## src/rtl/intc_pkg.sv

```systemverilog
package intc_pkg;
  localparam int ADDR_W = 3;
  localparam int DATA_W = 32;
  localparam int ID_W   = 6;
  localparam logic [ID_W-1:0] ID_NONE = 6'h3F;

  localparam logic [ADDR_W-1:0] A_PEND  = 3'd0;
  localparam logic [ADDR_W-1:0] A_MASK  = 3'd1;
  localparam logic [ADDR_W-1:0] A_SWSET = 3'd2;
  localparam logic [ADDR_W-1:0] A_MODE  = 3'd3;
  localparam logic [ADDR_W-1:0] A_POL   = 3'd4;
  localparam logic [ADDR_W-1:0] A_PRIO0 = 3'd5;
  localparam logic [ADDR_W-1:0] A_ID    = 3'd7;
endpackage

```

## src/rtl/intc_detect.sv

```systemverilog
module intc_detect #(
  parameter int N_SRC = 32
) (
  input  logic             clk,
  input  logic             rst_n,
  input  logic [N_SRC-1:0] src_i,
  input  logic [N_SRC-1:0] mode_i,
  input  logic [N_SRC-1:0] pol_i,
  input  logic [N_SRC-1:0] clr_i,
  input  logic [N_SRC-1:0] set_i,
  output logic [N_SRC-1:0] pend_o
);

  for (genvar g = 0; g < N_SRC; g++) begin : g_src
    logic prev_q, prev_d;
    logic lat_q, lat_d, lat_en;
    logic hit;

    always_comb begin
      prev_d = src_i[g];
      hit    = !mode_i[g] && (pol_i[g] ? (prev_q && !src_i[g])
                                       : (!prev_q && src_i[g]));
      lat_en = hit | clr_i[g] | set_i[g];
      lat_d  = hit | set_i[g] | (lat_q & ~clr_i[g]);
    end

    always_ff @(posedge clk or negedge rst_n) begin
      if (!rst_n) begin
        prev_q <= 1'b0;
        lat_q  <= 1'b0;
      end else begin
        prev_q <= prev_d;
        if (lat_en) lat_q <= lat_d;
      end
    end

    assign pend_o[g] = lat_q | (mode_i[g] & (src_i[g] ^ pol_i[g]));


    edge_rise_chk: assert property (@(posedge clk) disable iff (!rst_n)
      (!mode_i[g] && !pol_i[g] && !prev_q && src_i[g]) |=> pend_o[g]);


    edge_fall_chk: assert property (@(posedge clk) disable iff (!rst_n)
      (!mode_i[g] && pol_i[g] && prev_q && !src_i[g]) |=> pend_o[g]);


    edge_hold_chk: assert property (@(posedge clk) disable iff (!rst_n)
      (!mode_i[g] && pend_o[g] && !clr_i[g]) |=> lat_q);
  end

endmodule

```

## src/rtl/intc_arb.sv

```systemverilog
module intc_arb
  import intc_pkg::*;
#(
  parameter int N_SRC  = 32,
  parameter int PRIO_W = 2
) (
  input  logic                    clk,
  input  logic                    rst_n,
  input  logic [N_SRC-1:0]        act_i,
  input  logic [N_SRC*PRIO_W-1:0] prio_i,
  output logic [ID_W-1:0]         id_o,
  output logic                    valid_o
);

  localparam int IDX_W = $clog2(N_SRC);

  logic [PRIO_W-1:0] prio_a [N_SRC];
  logic [PRIO_W-1:0] best_lvl;
  logic [IDX_W-1:0]  win_idx;
  logic              found;

  for (genvar g = 0; g < N_SRC; g++) begin : g_unpack
    assign prio_a[g] = prio_i[g*PRIO_W +: PRIO_W];
  end

  always_comb begin
    found    = 1'b0;
    best_lvl = '0;
    win_idx  = '0;
    for (int i = 0; i < N_SRC; i++) begin
      if (act_i[i] && (!found || prio_a[i] > best_lvl)) begin
        found    = 1'b1;
        best_lvl = prio_a[i];
        win_idx  = IDX_W'(i);
      end
    end
  end

  assign valid_o = found;
  assign id_o    = found ? ID_W'(win_idx) : ID_NONE;


  win_active_chk: assert property (@(posedge clk) disable iff (!rst_n)
    valid_o |-> act_i[id_o[IDX_W-1:0]]);

  for (genvar g = 0; g < N_SRC; g++) begin : g_chk

    prio_order_chk: assert property (@(posedge clk) disable iff (!rst_n)
      (valid_o && act_i[g]) |-> (prio_a[g] <= prio_a[id_o[IDX_W-1:0]]));


    tie_low_chk: assert property (@(posedge clk) disable iff (!rst_n)
      (valid_o && act_i[g] && prio_a[g] == prio_a[id_o[IDX_W-1:0]])
        |-> (IDX_W'(g) >= id_o[IDX_W-1:0]));
  end

endmodule

```

## src/rtl/intc_regs.sv

```systemverilog
module intc_regs
  import intc_pkg::*;
#(
  parameter int N_SRC  = 32,
  parameter int PRIO_W = 2
) (
  input  logic                    clk,
  input  logic                    rst_n,
  input  logic                    sel_i,
  input  logic                    wr_i,
  input  logic [ADDR_W-1:0]       addr_i,
  input  logic [DATA_W-1:0]       wdata_i,
  input  logic [N_SRC-1:0]        pend_i,
  input  logic [ID_W-1:0]         id_i,
  output logic [DATA_W-1:0]       rdata_o,
  output logic [N_SRC-1:0]        mask_o,
  output logic [N_SRC-1:0]        mode_o,
  output logic [N_SRC-1:0]        pol_o,
  output logic [N_SRC*PRIO_W-1:0] prio_o,
  output logic [N_SRC-1:0]        clr_o,
  output logic [N_SRC-1:0]        set_o
);

  localparam int PRIO_BITS  = N_SRC * PRIO_W;
  localparam int PRIO_WORDS = PRIO_BITS / DATA_W;

  logic             wr_en;
  logic             mask_en, mode_en, pol_en;
  logic [N_SRC-1:0] mask_q, mask_d;
  logic [N_SRC-1:0] mode_q, mode_d;
  logic [N_SRC-1:0] pol_q, pol_d;

  assign wr_en   = sel_i & wr_i;
  assign mask_en = wr_en && (addr_i == A_MASK);
  assign mode_en = wr_en && (addr_i == A_MODE);
  assign pol_en  = wr_en && (addr_i == A_POL);

  always_comb begin
    mask_d = wdata_i[N_SRC-1:0];
    mode_d = wdata_i[N_SRC-1:0];
    pol_d  = wdata_i[N_SRC-1:0];
  end

  always_ff @(posedge clk or negedge rst_n) begin
    if (!rst_n) begin
      mask_q <= '1;
      mode_q <= '0;
      pol_q  <= '0;
    end else begin
      if (mask_en) mask_q <= mask_d;
      if (mode_en) mode_q <= mode_d;
      if (pol_en)  pol_q  <= pol_d;
    end
  end

  for (genvar w = 0; w < PRIO_WORDS; w++) begin : g_pw
    logic              pw_en;
    logic [DATA_W-1:0] pw_q;
    assign pw_en = wr_en && (addr_i == A_PRIO0 + ADDR_W'(w));
    always_ff @(posedge clk or negedge rst_n) begin
      if (!rst_n)     pw_q <= '0;
      else if (pw_en) pw_q <= wdata_i;
    end
    assign prio_o[w*DATA_W +: DATA_W] = pw_q;
  end

  assign mask_o = mask_q;
  assign mode_o = mode_q;
  assign pol_o  = pol_q;
  assign clr_o  = (wr_en && addr_i == A_PEND)  ? wdata_i[N_SRC-1:0] : '0;
  assign set_o  = (wr_en && addr_i == A_SWSET) ? wdata_i[N_SRC-1:0] : '0;

  always_comb begin
    rdata_o = '0;
    if (sel_i) begin
      case (addr_i)
        A_PEND:  rdata_o[N_SRC-1:0] = pend_i;
        A_MASK:  rdata_o[N_SRC-1:0] = mask_q;
        A_MODE:  rdata_o[N_SRC-1:0] = mode_q;
        A_POL:   rdata_o[N_SRC-1:0] = pol_q;
        A_ID:    rdata_o = {{(DATA_W-ID_W){1'b0}}, id_i};
        default: begin
          for (int w = 0; w < PRIO_WORDS; w++) begin
            if (addr_i == A_PRIO0 + ADDR_W'(w))
              rdata_o = prio_o[w*DATA_W +: DATA_W];
          end
        end
      endcase
    end
  end


  mask_wr_chk: assert property (@(posedge clk) disable iff (!rst_n)
    mask_en |=> (mask_o == $past(wdata_i[N_SRC-1:0])));


  mode_wr_chk: assert property (@(posedge clk) disable iff (!rst_n)
    mode_en |=> (mode_o == $past(wdata_i[N_SRC-1:0])));

endmodule

```

## src/rtl/intc32.sv

```systemverilog
module intc32
  import intc_pkg::*;
#(
  parameter int N_SRC  = 32,
  parameter int PRIO_W = 2
) (
  input  logic              clk,
  input  logic              rst_n,
  input  logic [N_SRC-1:0]  irq_src_i,
  input  logic              bus_sel_i,
  input  logic              bus_wr_i,
  input  logic [ADDR_W-1:0] bus_addr_i,
  input  logic [DATA_W-1:0] bus_wdata_i,
  output logic [DATA_W-1:0] bus_rdata_o,
  output logic              irq_o
);

  logic [1:0]              rs_q, rs_d;
  logic                    rst_sync_n;
  logic [N_SRC-1:0]        pend, mask, mode, pol, clr, set, act;
  logic [N_SRC*PRIO_W-1:0] prio;
  logic [ID_W-1:0]         win_id;
  logic                    win_valid;

  assign rs_d = {rs_q[0], 1'b1};

  always_ff @(posedge clk or negedge rst_n) begin
    if (!rst_n) rs_q <= '0;
    else        rs_q <= rs_d;
  end

  assign rst_sync_n = rs_q[1];

  intc_regs #(.N_SRC(N_SRC), .PRIO_W(PRIO_W)) u_regs (
    .clk     (clk),
    .rst_n   (rst_sync_n),
    .sel_i   (bus_sel_i),
    .wr_i    (bus_wr_i),
    .addr_i  (bus_addr_i),
    .wdata_i (bus_wdata_i),
    .pend_i  (pend),
    .id_i    (win_id),
    .rdata_o (bus_rdata_o),
    .mask_o  (mask),
    .mode_o  (mode),
    .pol_o   (pol),
    .prio_o  (prio),
    .clr_o   (clr),
    .set_o   (set)
  );

  intc_detect #(.N_SRC(N_SRC)) u_detect (
    .clk    (clk),
    .rst_n  (rst_sync_n),
    .src_i  (irq_src_i),
    .mode_i (mode),
    .pol_i  (pol),
    .clr_i  (clr),
    .set_i  (set),
    .pend_o (pend)
  );

  assign act   = pend & ~mask;
  assign irq_o = |act;

  intc_arb #(.N_SRC(N_SRC), .PRIO_W(PRIO_W)) u_arb (
    .clk     (clk),
    .rst_n   (rst_sync_n),
    .act_i   (act),
    .prio_i  (prio),
    .id_o    (win_id),
    .valid_o (win_valid)
  );


  irq_id_agree_chk: assert property (@(posedge clk) disable iff (!rst_sync_n)
    irq_o == (win_id != ID_NONE));


  win_unmasked_chk: assert property (@(posedge clk) disable iff (!rst_sync_n)
    win_valid |-> !mask[win_id[$clog2(N_SRC)-1:0]]);


  swset_takes_chk: assert property (@(posedge clk) disable iff (!rst_sync_n)
    (|set) |=> ((pend & $past(set)) == $past(set)));

endmodule

```

## config.mk

```make
export PLATFORM = sky130hd
export DESIGN_NAME = intc32
export DESIGN_NICKNAME = d
export VERILOG_FILES = /design/src/rtl/intc_pkg.sv /design/src/rtl/intc_detect.sv /design/src/rtl/intc_arb.sv /design/src/rtl/intc_regs.sv /design/src/rtl/intc32.sv
export SDC_FILE = /design/constraint.sdc
export NUM_CORES = 1
export LEC_CHECK = 0
export ABC_AREA = 0
export CAP_MARGIN = 20
export CORE_MARGIN = 3
export CORE_UTILIZATION = 62
export CTS_CLUSTER_DIAMETER = 50
export DETAILED_ROUTE_END_ITERATION = 10
export DONT_BUFFER_PORTS = 1
export HOLD_SLACK_MARGIN = 0.05
export PLACE_DENSITY = 0.75
export REMOVE_ABC_BUFFERS = 1
export SYNTH_ARGS = -nofsm -noshare
export SYNTH_HDL_FRONTEND = slang
export SYNTH_SLANG_ARGS = --single-unit
export TNS_END_PERCENT = 10
```

## constraint.sdc

```tcl
create_clock -name clk -period 63 [get_ports clk]
set_input_delay 3.15 -clock clk [delete_from_list [all_inputs] [get_ports clk]]
set_output_delay 3.15 -clock clk [all_outputs]
set_load 0.005 [all_outputs]
```

* Yosys cells after proc, flatten, opt, wreduce, memory -nomap -nowiden
Index checks and enable logic that the tools add are counted.
Word-level totals: register bits 226, input bits 71, output and inout bits 33, word-level logic and storage cells 826
Cells by class: magnitude comparators 31, eq/ne operators 7, muxes and demuxes 133, bitwise gates (word level) 291, reductions and logical operators 294
Operators by type and width (number):
- $mux W32 | 5
- $or A1 B1 Y1 | 160
- $pmux W32 S5 | 1
- $logic_and A1 B1 Y1 | 134
- $logic_not A1 Y1 | 127
- $mux W5 | 16
- $mux W2 | 33
- $and A1 B1 Y1 | 65
- $mux W1 | 65
- $gt A2 B2 Y1 | 31
- $and A32 B32 Y32 | 1
- $mux W4 | 8
- $not A1 Y1 | 32
- $not A32 Y32 | 1
- $reduce_or A32 Y1 | 1
- $xor A1 B1 Y1 | 32
- $logic_or A1 B1 Y1 | 31
- $eq A3 B3 Y1 const B | 4
- $mux W3 | 4
- $eq A3 B2 Y1 const B | 2
- $mux W6 | 1
- $eq A3 B1 Y1 const B | 1
- $logic_not A3 Y1 | 1

* Logic depth before layout (Yosys ltp)
depth in word-level cells 132, gate-level depth with buffers 200, gate-level depth less buffers 199

* Modules after synthesis
Synthesis repeated with hierarchy kept, for this count alone.
Unflattened totals: cell total of the unflattened synthesis 1545, area, all modules 15118.2 um^2
Modules (own cells, without submodules):
- intc_regs | instances 1, cells an instance 719, area each 8267.9 um^2, seq. area each 4043.9 um^2
- intc_detect | instances 1, cells an instance 320, area each 3323.2 um^2, seq. area each 1601.5 um^2
- intc_arb | instances 1, cells an instance 460, area each 3081.7 um^2, seq. area each 0.0 um^2
- intc32 | instances 1, cells an instance 46, area each 445.4 um^2, seq. area each 50.0 um^2

* Least setup slack after synthesis
Ideal clock, no wire load.
kind input-to-output, start input port irq_src_i[0], end output port bus_rdata_o[3], arrival 41114 ps, data required time 59850 ps, path slack 18736 ps, cell stages on the path 189, buffers on the path 1, cells stage by stage xor2_1 > o211a_1 > inv_1 > ha_1 > nor2b_1 > o21ai_0 > a21oi_1 > a22o_1 > ha_1 > nor2_1 > o311ai_0 > o22ai_1 > nor3_1 > ha_1 > nor2_1 > nand2_1 > a2111oi_0 > or2_2 > [... 153 more ...] > a21oi_1 > o21ai_2 > ha_1 > nor2_1 > maj3_1 > o21ai_1 > mux2_2 > ha_1 > a21oi_1 > o21ai_1 > mux2_2 > ha_1 > a21oi_1 > a2111oi_0 > or2_2 > nand2b_1 > o41ai_1 > a21oi_1
Between the ends: longest elaborated chain between the ends 132, elaborated cells on any way between the ends 218, classes of those cells order compare (31); mux (90); bitwise (4); reduce/logical (93)
RTL lines:
- from (decl) | line intc32.sv:9 | input logic [N_SRC-1:0] irq_src_i,
- $xor A1 B1 Y1 * | line intc_detect.sv:37 | assign pend_o[g] = lat_q | (mode_i[g] & (src_i[g] ^ pol_i[g]));
- $and A1 B1 Y1 * | line intc_detect.sv:37
- $or A1 B1 Y1 * | line intc_detect.sv:37
- $and A32 B32 Y32 * | line intc32.sv:63 | assign act = pend & ~mask;
- $mux W2 or $mux W1 (tied branches) | line intc_arb.sv:31 | if (act_i[i] && (!found || prio_a[i] > best_lvl)) begin
- $gt A2 B2 Y1 or $logic_not A1 Y1 (tied branches) | line intc_arb.sv:31
- $logic_or A1 B1 Y1 | line intc_arb.sv:31
- $logic_and A1 B1 Y1 | line intc_arb.sv:31
- [... 116 more ...]
- $mux W2 or $mux W1 (tied branches) | line intc_arb.sv:31
- $gt A2 B2 Y1 or $logic_not A1 Y1 (tied branches) | line intc_arb.sv:31
- $logic_or A1 B1 Y1 | line intc_arb.sv:31
- $logic_and A1 B1 Y1 | line intc_arb.sv:31
- $mux W5 or $mux W1 (tied branches) | line intc_arb.sv:31
- $mux W6 * | line intc_arb.sv:40 | assign id_o = found ? ID_W'(win_idx) : ID_NONE;
- $pmux W32 S5 * | line intc_regs.sv:76 | case (addr_i)
- $mux W32 * | line intc_regs.sv:75 | if (sel_i) begin
- to (decl) | line intc32.sv:14 | output logic [DATA_W-1:0] bus_rdata_o,
Every way passes the cells marked *; elsewhere a longest branch is shown, timed or not.

* Final worst setup path
start input port irq_src_i[0], end output port bus_rdata_o[4]
The elaborated chain is that of the path after synthesis.

==> impl_results.md <==
- Status: complete, no violations
- Clk slew on worst S/H paths: 0.06 ns
- Synth unique cells: 88
- DRC errors left: 0
- Post-synth EDFFs: 0
- Total CTS buffers: 29
- IO Port Bufs: 0
- Nature of the critical path endpoint: primary output
- Vias in the first global route: 11800
- Int Power: 0.000572 W
- Hold Worst Slack: 0.355 ns
- CTS max path bufs: 3
- Number of fill cells: 1821
- Met2 global-route usage: 52.8%
- Most frequent cell after synthesis: nand2_1
- Skew-Pair Late Insertion Delay: 0.56 ns
- Reg power frac: 20.3%
- Post-Route WL: 43.0 mm
- Area Growth Syn to Fin: 8.36%
- Final Max Slew Viols: 0
- H-tree depth: 1
- Critical path's slowest cell: o311ai_1
- Multi-input logic area: 0.00802 mm2
- First-pass GRT wire length: 65.6 mm
- Die area: 0.0250 mm2
- DR vias: 12700
- Final total power: 0.00105 W
- CP most frequent cell: ha_1
- GR Util met1: 46.6%
- Commonest cells in the netlist: nand2_1 (220), dfrtp_1 (194), o21ai_0 (188)
- Largest net degree at the start of global routing: 138
- DIE WIDTH: 158 um
- Comb pwr share: 63.6%
- Placeable Area: 0.0227 mm2
- Pwr dens: 67.3 mW/mm2
- Rows: 55
- Max_slew headroom: 34.4%
- Crit start category: input pin
- Worst Tran Pin Value: 0.976 ns
- Post-route setup TNS: 0 ns
- Inserted Diodes: 0
- Post-Syn Area: 0.0143 mm2
- Async SR Flop Fraction: 100%
- Post-Place Cells: 1894
- Drt wl/cell: 22.0 um
- Hold Crit Class: reg -> async
- R2r worst-path depth: 2
- Iteration-0 DRC Markers: 1096
- Vias/cell: 6.53
- Crit Path Category: in -> out
- Max Clock Freq: 0.0202 GHz
- CTS tree: yes
- Root Driver: clkbuf_16
- Final Non-Filler Cells: 1949
- Min Clock Period, post-route: 49.56 ns
- Fin crit share: 78.7%
- Switching Share: 45.3%
- Reg area: 0.00570 mm2
- Syn avg cell area: 8.57 um2
- Lkg Pwr: 6.56 nW
- Post-synth top flop: dfrtp_1
- Post-CTS Setup Repair Bufs: 0
- Worst Path Arrival: 46.41 ns
- Cell accounting for the most synthesized area: dfrtp_1
- Final #Nets: 1746
- Clock skew: 0.0185 ns
- DRT Pass-1 Iters: 7
- Hold buffers post-CTS: 0
- Share of Yosys cell area claimed by the top area cell type: 33.8%
- RSZ-0062 raised after global routing: false
- Crit-path max FO: 7
- Post-Syn Instances: 1673
- Final setup viols: 0
- GR met3 Demand/Resource: 8.47%
- Routed Antenna Nets: 0
- Sw power: 0.000473 W
- Die height: 158 um
- Share of post-route cells with drive strength above 1: 14.2%
- Clock Sink Count: 226
- VDD IR max: 51.2 uV
- Fin. Hold Viols: 0
- Starting density of the core: 63.2%
- Hpwl dp: 29.9 mm
- Final GP Congestion: 0.974
- Boundary pin count: 104
- GRT overflow: 0
- Slowest stage delay, CP: 0.72 ns
- Max Cap Violations: 0
- Critical Path RT: 59.85 ns
- Flops & latches, synth: 226
- Dominant cells by area after synthesis: dfrtp_1 (34%), mux2_2 (7.3%), o21ai_0 (6.6%), dfstp_2 (5.9%), nand2_1 (5.8%)
- GRT Overall Usage: 33.6%
- Post-CTS sizing: 0
- YS warnings: 0
- Clock share of power: 16.2%
- Seq/Total Area, Yosys: 39.7%
- Initial antenna violation count: 0
- Most crowded layer after global routing: met2
-- placed cells by master (no fill, tap or decap), types with 9 or more instances in the layout --
cell,n
nand2_1,220
dfrtp_1,193
o21ai_0,188
nor2_1,183
a21oi_1,154
mux2_2,93
inv_1,92
a221o_1,34
ha_1,34
dfstp_2,32
xor2_1,30
clkbuf_16,29
nor4bb_1,25
nor3_1,19
o211ai_1,18
maj3_1,16
buf_4,15
o21a_1,14
nand3b_1,11
nor2b_1,10
a21boi_0,10
a31oi_1,9
nand2b_1,9
o31ai_1,9
nand3_1,9
o21ai_1,9
-- power by group through the flow --
stage	registers, W	clock network, W	logic [W]
final	0.000212	0.000169	0.000665
after global routing	0.000215	0.000177	0.000755
after CTS	0.000210	0.000171	0.000656
after detailed placement	0.000212	0	0.000652
after global placement	0.000211	0	0.000643
after floorplan	0.000201	0	0.000526
-- routing by layer --
layer,vias up,part of all wire (%)
met5,-,0
met4,0,2.6
met3,78,8.9
li1,5936,-
met1,6249,43
met2,469,46
-- state kept, by name (all words and copies together), names as in the netlist --
register               flops
rs_q                       2
u_detect.g_src.lat_q      32
u_detect.g_src.prev_q     32
u_regs.g_pw.pw_q          64
u_regs.mask_o             32
u_regs.mode_o             32
u_regs.pol_o              32
-- critical path, delay by kind of cell --
| family | cells | cell delay, ns |
|---|---|---|
| compound gates | 66 | 16.51 |
| xor+xnor | 1 | 0.28 |
| fa+ha+maj | 46 | 13.47 |
| buf+inv | 4 | 0.25 |
| simple gates | 60 | 8.70 |
| mux | 11 | 3.99 |
-- cell families after synthesis --
kind of cell,share of synthesized area (%)
other,0.0261
muxes,7.98
adders and majority gates,4.08
xor gates and xnor gates,1.95
and+or+nand+nor,18.4
DFF,39.7
AOI/OAI and AO/OA,23.3
buffers and inverters,4.59
-- metrics by stage --
stage                     utilization (%)  setup slack (ns)  cell area, um2
after floorplan                         -             18.79           14000
after global placement               64.0             14.63           14500
after detailed placement             64.0             13.97           14500
after CTS                            68.4             13.84           15500
after global routing                 68.5             10.19           15500
final                                68.5             13.44           15500
-- final timing paths --
path | from | endpoint | slack (ns)
setup / recovery | irq_src_i[0] | bus_rdata_o[4] | 13.44
min in group clk | rs_q[0]$_DFF_PN0_ | rs_q[1]$_DFF_PN0_ | 0.36
setup reg to reg | rs_q[1]$_DFF_PN0_ | u_detect.g_src[30].prev_q$_DFF_PN0_ | 60.85
hold reg to reg | rs_q[1]$_DFF_PN0_ | u_detect.g_src[20].lat_q$_DFFE_PN0P_ | 0.35
max in group asynchronous | rst_n | rs_q[1]$_DFF_PN0_ | 60.64
hold / removal | rs_q[1]$_DFF_PN0_ | u_detect.g_src[20].lat_q$_DFFE_PN0P_ | 0.35
-- area by class of cell --
| cell class | instances | area share [%] |
|---|---|---|
| clock buffer | 38 | 5.34 |
| clock inverter | 16 | 1.12 |
| inverter | 93 | 2.25 |
| multi-input combinational | 1276 | 51.6 |
| sequential | 226 | 36.7 |
| tap | 285 | 2.29 |
| timing repair buffer | 15 | 0.724 |
(Power assumes the default switching activity.)
